## src/rtl/glb_cfg_pkg.sv

```systemverilog
package glb_cfg_pkg;
  localparam int DW = 8;
  localparam int IW = 8;

  typedef logic [DW-1:0] cfg_byte_t;
  typedef logic [IW-1:0] cfg_idx_t;

  localparam cfg_idx_t  IX_CTRL  = 8'h02;
  localparam cfg_idx_t  IX_LDEV  = 8'h07;
  localparam cfg_idx_t  IX_DEVID = 8'h20;
  localparam cfg_idx_t  IX_REV   = 8'h21;
  localparam cfg_idx_t  IX_PWR   = 8'h22;

  localparam cfg_byte_t DEVID_VAL = 8'h59;
  localparam cfg_byte_t PWR_MASK  = 8'h7D;
  localparam int        SRST_BIT  = 0;
endpackage

```

## src/rtl/glb_cfg_rstgen.sv

```systemverilog
module glb_cfg_rstgen (
  input  logic clk,
  input  logic por_main,
  input  logic por_stby,
  input  logic hard_rst,
  input  logic soft_req,
  output logic full_rst,
  output logic srst_q,
  output logic bank_rst
);
  // Any of the three external sources forms the full reset.
  assign full_rst = por_main | por_stby | hard_rst;

  // The soft-reset request becomes a one-cycle pulse that acts on the next edge.
  always_ff @(posedge clk) begin
    if (full_rst) srst_q <= 1'b0;
    else          srst_q <= soft_req;
  end

  assign bank_rst = full_rst | srst_q;
endmodule

```

## src/rtl/glb_cfg_index.sv

```systemverilog
module glb_cfg_index
  import glb_cfg_pkg::*;
(
  input  logic     clk,
  input  logic     full_rst,
  input  logic     cfg_mode,
  input  logic     idx_we,
  input  cfg_idx_t idx_wdata,
  output cfg_idx_t idx_q
);
  // Only a full reset clears the index; a soft reset leaves it.
  always_ff @(posedge clk) begin
    if (full_rst)                idx_q <= '0;
    else if (idx_we && cfg_mode) idx_q <= idx_wdata;
  end
endmodule

```

## src/rtl/glb_cfg_bank.sv

```systemverilog
module glb_cfg_bank
  import glb_cfg_pkg::*;
#(
  parameter cfg_byte_t REV_ID = 8'h01
) (
  input  logic      clk,
  input  logic      bank_rst,
  input  logic      cfg_mode,
  input  cfg_idx_t  idx_q,
  input  logic      dat_we,
  input  cfg_byte_t dat_wdata,
  output logic      soft_req,
  output cfg_byte_t ldev_q,
  output cfg_byte_t pwr_q,
  output cfg_byte_t rd_data
);
  logic wr_ok;
  logic wr_ldev;
  logic wr_pwr;

  assign wr_ok    = dat_we & cfg_mode;
  assign wr_ldev  = wr_ok & (idx_q == IX_LDEV);
  assign wr_pwr   = wr_ok & (idx_q == IX_PWR);
  assign soft_req = wr_ok & (idx_q == IX_CTRL) & dat_wdata[SRST_BIT];

  always_ff @(posedge clk) begin
    if (bank_rst)     ldev_q <= '0;
    else if (wr_ldev) ldev_q <= dat_wdata;
  end

  // Only the bits set in PWR_MASK get a flop; the others are tied to zero.
  for (genvar b = 0; b < DW; b++) begin : g_pwr
    if (PWR_MASK[b]) begin : g_impl
      always_ff @(posedge clk) begin
        if (bank_rst)    pwr_q[b] <= 1'b0;
        else if (wr_pwr) pwr_q[b] <= dat_wdata[b];
      end
    end else begin : g_rsvd
      assign pwr_q[b] = 1'b0;
    end
  end

  // The whole index is decoded; the default covers reserved and write-only entries.
  always_comb begin
    rd_data = '0;
    if (cfg_mode) begin
      case (idx_q)
        IX_LDEV:  rd_data = ldev_q;
        IX_DEVID: rd_data = DEVID_VAL;
        IX_REV:   rd_data = REV_ID;
        IX_PWR:   rd_data = pwr_q;
        default:  rd_data = '0;
      endcase
    end
  end
endmodule

```

## src/rtl/glb_cfg_regs.sv

```systemverilog
module glb_cfg_regs
  import glb_cfg_pkg::*;
#(
  parameter logic [7:0] REV_ID = 8'h01
) (
  input  logic       clk,
  input  logic       por_main,
  input  logic       por_stby,
  input  logic       hard_rst,
  input  logic       cfg_mode,
  input  logic       idx_we,
  input  logic [7:0] idx_wdata,
  input  logic       dat_we,
  input  logic [7:0] dat_wdata,
  output logic [7:0] rd_data,
  output logic [7:0] ldev_sel,
  output logic [7:0] pwr_en
);
  logic      full_rst;
  logic      srst_q;
  logic      bank_rst;
  logic      soft_req;
  cfg_idx_t  idx_q;
  cfg_byte_t ldev_q;
  cfg_byte_t pwr_q;

  glb_cfg_rstgen u_rst (
    .clk      (clk),
    .por_main (por_main),
    .por_stby (por_stby),
    .hard_rst (hard_rst),
    .soft_req (soft_req),
    .full_rst (full_rst),
    .srst_q   (srst_q),
    .bank_rst (bank_rst)
  );

  glb_cfg_index u_idx (
    .clk       (clk),
    .full_rst  (full_rst),
    .cfg_mode  (cfg_mode),
    .idx_we    (idx_we),
    .idx_wdata (idx_wdata),
    .idx_q     (idx_q)
  );

  glb_cfg_bank #(.REV_ID(REV_ID)) u_bank (
    .clk       (clk),
    .bank_rst  (bank_rst),
    .cfg_mode  (cfg_mode),
    .idx_q     (idx_q),
    .dat_we    (dat_we),
    .dat_wdata (dat_wdata),
    .soft_req  (soft_req),
    .ldev_q    (ldev_q),
    .pwr_q     (pwr_q),
    .rd_data   (rd_data)
  );

  assign ldev_sel = ldev_q;
  assign pwr_en   = pwr_q;
endmodule

```

## config.mk

```make
export PLATFORM = sky130hd
export DESIGN_NAME = glb_cfg_regs
export DESIGN_NICKNAME = d
export VERILOG_FILES = /design/src/rtl/glb_cfg_pkg.sv /design/src/rtl/glb_cfg_rstgen.sv /design/src/rtl/glb_cfg_index.sv /design/src/rtl/glb_cfg_bank.sv /design/src/rtl/glb_cfg_regs.sv
export SDC_FILE = /design/constraint.sdc
export NUM_CORES = 1
export LEC_CHECK = 0
export ABC_AREA = 1
export BUFFER_PORTS_ARGS = -buffer_cell sky130_fd_sc_hd__buf_2
export CAP_MARGIN = 20
export CELL_PAD_IN_SITES_DETAIL_PLACEMENT = 1
export CELL_PAD_IN_SITES_GLOBAL_PLACEMENT = 2
export CORE_ASPECT_RATIO = 0.9
export CORE_MARGIN = 10
export CORE_UTILIZATION = 25
export DETAILED_ROUTE_END_ITERATION = 8
export PLACE_DENSITY_LB_ADDON = 0.1
export SLEW_MARGIN = 20
export SYNTH_ARGS = -nofsm -noshare
export SYNTH_HDL_FRONTEND = slang
export SYNTH_SLANG_ARGS = --single-unit
export TNS_END_PERCENT = 20
```

## constraint.sdc

```tcl
create_clock -name clk -period 1.7 [get_ports clk]
set_clock_uncertainty 0.2 [all_clocks]
set_input_delay 0.255 -clock clk [delete_from_list [all_inputs] [get_ports clk]]
set_output_delay 0.255 -clock clk [all_outputs]
set_load 0.01 [all_outputs]
```

Yosys cells after proc, flatten, opt, wreduce, memory -nomap -nowiden
Index checks and enable logic that the tools add are counted.
- register bits after elaboration: 23
- word-level logic and storage cells: 25
- output and inout bits: 24
- muxes and demuxes: 2
- bitwise logic cells: 8
- reductions and logical operators: 1
- eq/ne operators: 5
- operators with widths (cell ; count):
    8-bit one-hot mux with 4 select lines ; 1
    8-bit by 6-bit equality test with 1-bit output (second input constant) ; 3
    8-bit by 2-bit equality test with 1-bit output (second input constant) ; 1
    8-bit by 3-bit equality test with 1-bit output (second input constant) ; 1
    8-bit 2-to-1 mux ; 1
    1-bit bitwise AND ; 5
    1-bit bitwise OR ; 3
    1-bit logical AND ; 1

Depth between registers and ports, before layout
- depth in word-level cells: 3
- depth in mapped cells: 8

Modules after synthesis
From an unflattened synthesis, not the netlist that was laid out.
- cell total of the unflattened synthesis: 216
- area total of the unflattened synthesis: 1377.6 um^2
- modules (own cells, without submodules) (module ; area each (um^2) ; times used ; cells each ; sequential area each (um^2)):
    glb_cfg_bank ; 987.2 ; 1 ; 158 ; 280.3
    glb_cfg_index ; 336.6 ; 1 ; 51 ; 160.2
    glb_cfg_rstgen ; 53.8 ; 1 ; 7 ; 20.0

Least setup slack after synthesis
Ideal clock, no wire load.
- kind: register -> output
- from: register u_idx.idx_q[7]
- to: output port rd_data[1]
- path buffers: 0
- stages on the path, launching flop included: 6
- path slack: 248 ps
- arrival: 997 ps
- path through: dfxtp_1 -> inv_2 -> nand2_2 -> nor2_8 -> nand2_1 -> nor3_1
- word-level cells in the longest chain between the ends: 3
- elaborated cells between the ends (all ways): 6
- RTL lines (what ; RTL line ; text):
    start, declared ; glb_cfg_index.sv:9 ; output cfg_idx_t idx_q
    start signal, assigned ; glb_cfg_index.sv:14 ; else if (idx_we && cfg_mode) idx_q <= idx_wdata;
    8-bit by 6-bit equality test with 1-bit output / 8-bit by 3-bit equality test with 1-bit output (equally long branches) ; glb_cfg_bank.sv:47 ; case (idx_q)
    8-bit one-hot mux with 4 select lines * ; glb_cfg_bank.sv:47 ;
    8-bit 2-to-1 mux * ; glb_cfg_bank.sv:46 ; if (cfg_mode) begin
    end, declared ; glb_cfg_regs.sv:15 ; output logic [7:0] rd_data,
Every way passes the cells marked *; elsewhere a longest branch is shown, timed or not.

Worst setup path in the final report
- from: register u_idx.idx_q[0]
- to: output port rd_data[5]
Same word-level chain as after synthesis.

==> results.json <==
{
  "vdd_drop_max_mv": 0.2514,
  "die_height_um": 87.65,
  "r2r-start": "u_idx.idx_q[6]",
  "finalHoldViolCount": 0,
  "status": "finished, violations left",
  "setup_tns_ps": -862.5,
  "routed_wl_um": 4139,
  "rr_worst_depth": 9,
  "wl_per_cell_um": 13.62,
  "drc": 0,
  "powerDensity_nw_per_um2": 562.9,
  "rsz0062_at_grt": "yes",
  "drt_iter0_markers": 28,
  "area_growth_syn_to_layout_pct": 40.35,
  "synth-seq-area-share_pct": 36.22,
  "htree_levels": 1,
  "finalInstanceArea_sq_um": 1784,
  "end_kind": "primary output",
  "crit_fanout": 5,
  "cts_made_buffers": 3,
  "clk_pin_slew_ps": 90,
  "postRouteAntennaNets": 0,
  "first_global_vias": 1438,
  "required_ps": 1240,
  "io_pins": 47,
  "dieWidth_um": 95.17,
  "routed_via_density": 4.342,
  "violations": "negative setup slack",
  "clock_sinks": 23,
  "timing.fmax_mhz": 541.8,
  "critPathCapture": "rd_data[5]",
  "gp_congestion": 0.6976,
  "cts_tree": "built",
  "reg2reg_to": "u_bank.ldev_q[5]",
  "grt_start_max_net_pins": 16,
  "fp-row-count": 24,
  "p_leak_nw": 0.9117,
  "path_depth": 6,
  "core_area_sq_um": 4895,
  "ys_warn_count": 0,
  "crit_chain": "buf_4, nand2_4, nor2_8, nand3_1, a21oi_2, buf_2",
  "ys_ff_latch": 23,
  "dr.pass1.iters": 4,
  "power_mw": 1.004,
  "timing_worst_setup_path_type": "flip-flop to primary output",
  "yosys-top-cells-area": "dfxtp_1, nand2_1, nor2_1",
  "syn_area_per_cell_sq_um": 6.871,
  "antenna_found_initial": 0,
  "start_util_pct": 25.97,
  "num_antenna_cells": 0,
  "critPathLaunch": "u_idx.idx_q[0]",
  "dp_hpwl_um": 3157,
  "cp_num_buf_inv": 2,
  "hold_path_class": "input pin to flip-flop",
  "final_core_util_pct": 36.45,
  "root_buffer": "clkbuf_8",
  "clkLatencyLatePin_ps": 270,
  "synth_top_area_share_pct": 36.22,
  "yosys.area.top_type": "dfxtp_1",
  "drv_cap": 0,
  "critical_path.top_delay_family": "flip-flops",
  "dp_cells": 291,
  "grtUsageTotal_pct": 10.34,
  "dr_total_vias": 1320,
  "dieArea_sq_um": 8341,
  "cp_slowest_cell": "dfxtp_2",
  "synth.distinct_cells": 19,
  "cp_data_arrival_time_ps": 1390,
  "syn_area_sq_um": 1271,
  "portBuffers": 44,
  "post-route-min-period_ps": 1846,
  "synthCells": 185,
  "clock_path_buffers": 2,
  "ff2ff_setup_slack_ps": 70,
  "max_stage_delay_ps": 340,
  "hold_ws_ps": 27.78,
  "finalWorstSetupSlack_ps": -145.8,
  "placed_cell_area_sq_um": 1540,
  "fin_cells": 304,
  "drive_gt1_share_pct": 41.00,
  "hold_depth": 3,
  "worstSetupStartpointType": "flip-flop",
  "final-setup-viol-count": 8,
  "grt_pass1_wl_um": 6879,
  "grt-ovfl-total": 0,
  "timing.final.max_slew_violations": 0,
  "final_nets": 263,
  "post-place-ws_ps": 50.27,
  "period_share_pct": 108.6
}
how the worst min path moves through the flow:
stage / from / to / slack (ps)
after floorplan: dat_wdata[1] / u_bank.ldev_q[1] / 190
after global placement: u_idx.idx_q[7] / u_idx.idx_q[7] / 240
after detailed placement: u_idx.idx_q[7] / u_idx.idx_q[7] / 240
after CTS: dat_wdata[1] / u_bank.ldev_q[1] / 20
after global routing: dat_wdata[2] / u_bank.pwr_q[2] / 40
final: dat_wdata[3] / u_bank.pwr_q[3] / 30
layer usage:
layer	GRT usage (%)	part of all wire, %	up-vias	routed length [um]
li1	-	-	678	-
met2	17.59	48	27	1995
met1	12.16	45	613	1846
met3	3.935	6.9	2	285
met5	0	0	-	0
met4	1.902	0.31	0	13
placed cells by master (no fill, tap or decap), drive strengths merged:
cell type    count
nand4            2
dfxtp           23
nor3             3
inv             32
clkinv           1
o21ai            7
clkbuf           3
nor2            36
nand2           45
a21oi           10
buf             53
conb             2
nand3           21
dlygate4sd3      1
state kept, by name (all words and copies together) (netlist names):
| name | flops |
|---|---|
| u_bank.ldev_q | 8 |
| u_idx.idx_q | 8 |
| u_bank.pwr_q | 6 |
| u_rst.srst_q | 1 |
cell families (layout without fill, tap and decap cells):
logic type             Yosys count  count (layout)  synth area share (%)
buffers and inverters           39              90                 14.07
flip-flops                      23              23                 36.22
AND/OR/NAND/NOR                105             107                 42.72
other                            1               2                0.2950
AO/OA/AOI/OAI                   17              17                 6.693
tightest hold or removal path, cell delays in order:
cell	delay, ps
buf_2	90
nor2_1	40
nor2_1	80
cells in the mapped netlist (all sizes together):
master / n
a21oi: 10
conb: 1
nor3: 3
nand3: 21
nor2: 34
nand2: 45
nand4: 2
inv: 32
o21ai: 7
buf: 7
dfxtp: 23
area by class of cell:
| class | count | area, sq um |
|---|---|---|
| clock buffer | 3 | 41.29 |
| clock inverter | 1 | 5.005 |
| fill | 622 | 3110 |
| inverter | 32 | 122.6 |
| multi-input combinational | 126 | 767.0 |
| sequential | 23 | 469.2 |
| tap | 65 | 81.33 |
| timing repair buffer | 54 | 297.8 |
power breakdown:
part	internal [mW]	switching, mW	leakage [nW]
logic	0.0442	0.0655	0.698
clock network	0.164	0.188	0.0255
registers	0.540	0.00262	0.188
total	0.748	0.256	0.912
timing repair:
item | CTS | global route
setup buffers | 2 | 4
resized for setup | 11 | 22
endpoints found under the hold margin | 1 | 0
cloned | 2 | 0
pin swaps | 5 | 10
endpoints found under the setup margin | 8 | 15
hold buffers | 1 | 0
Note: power is estimated with default switching activity, not from simulation.
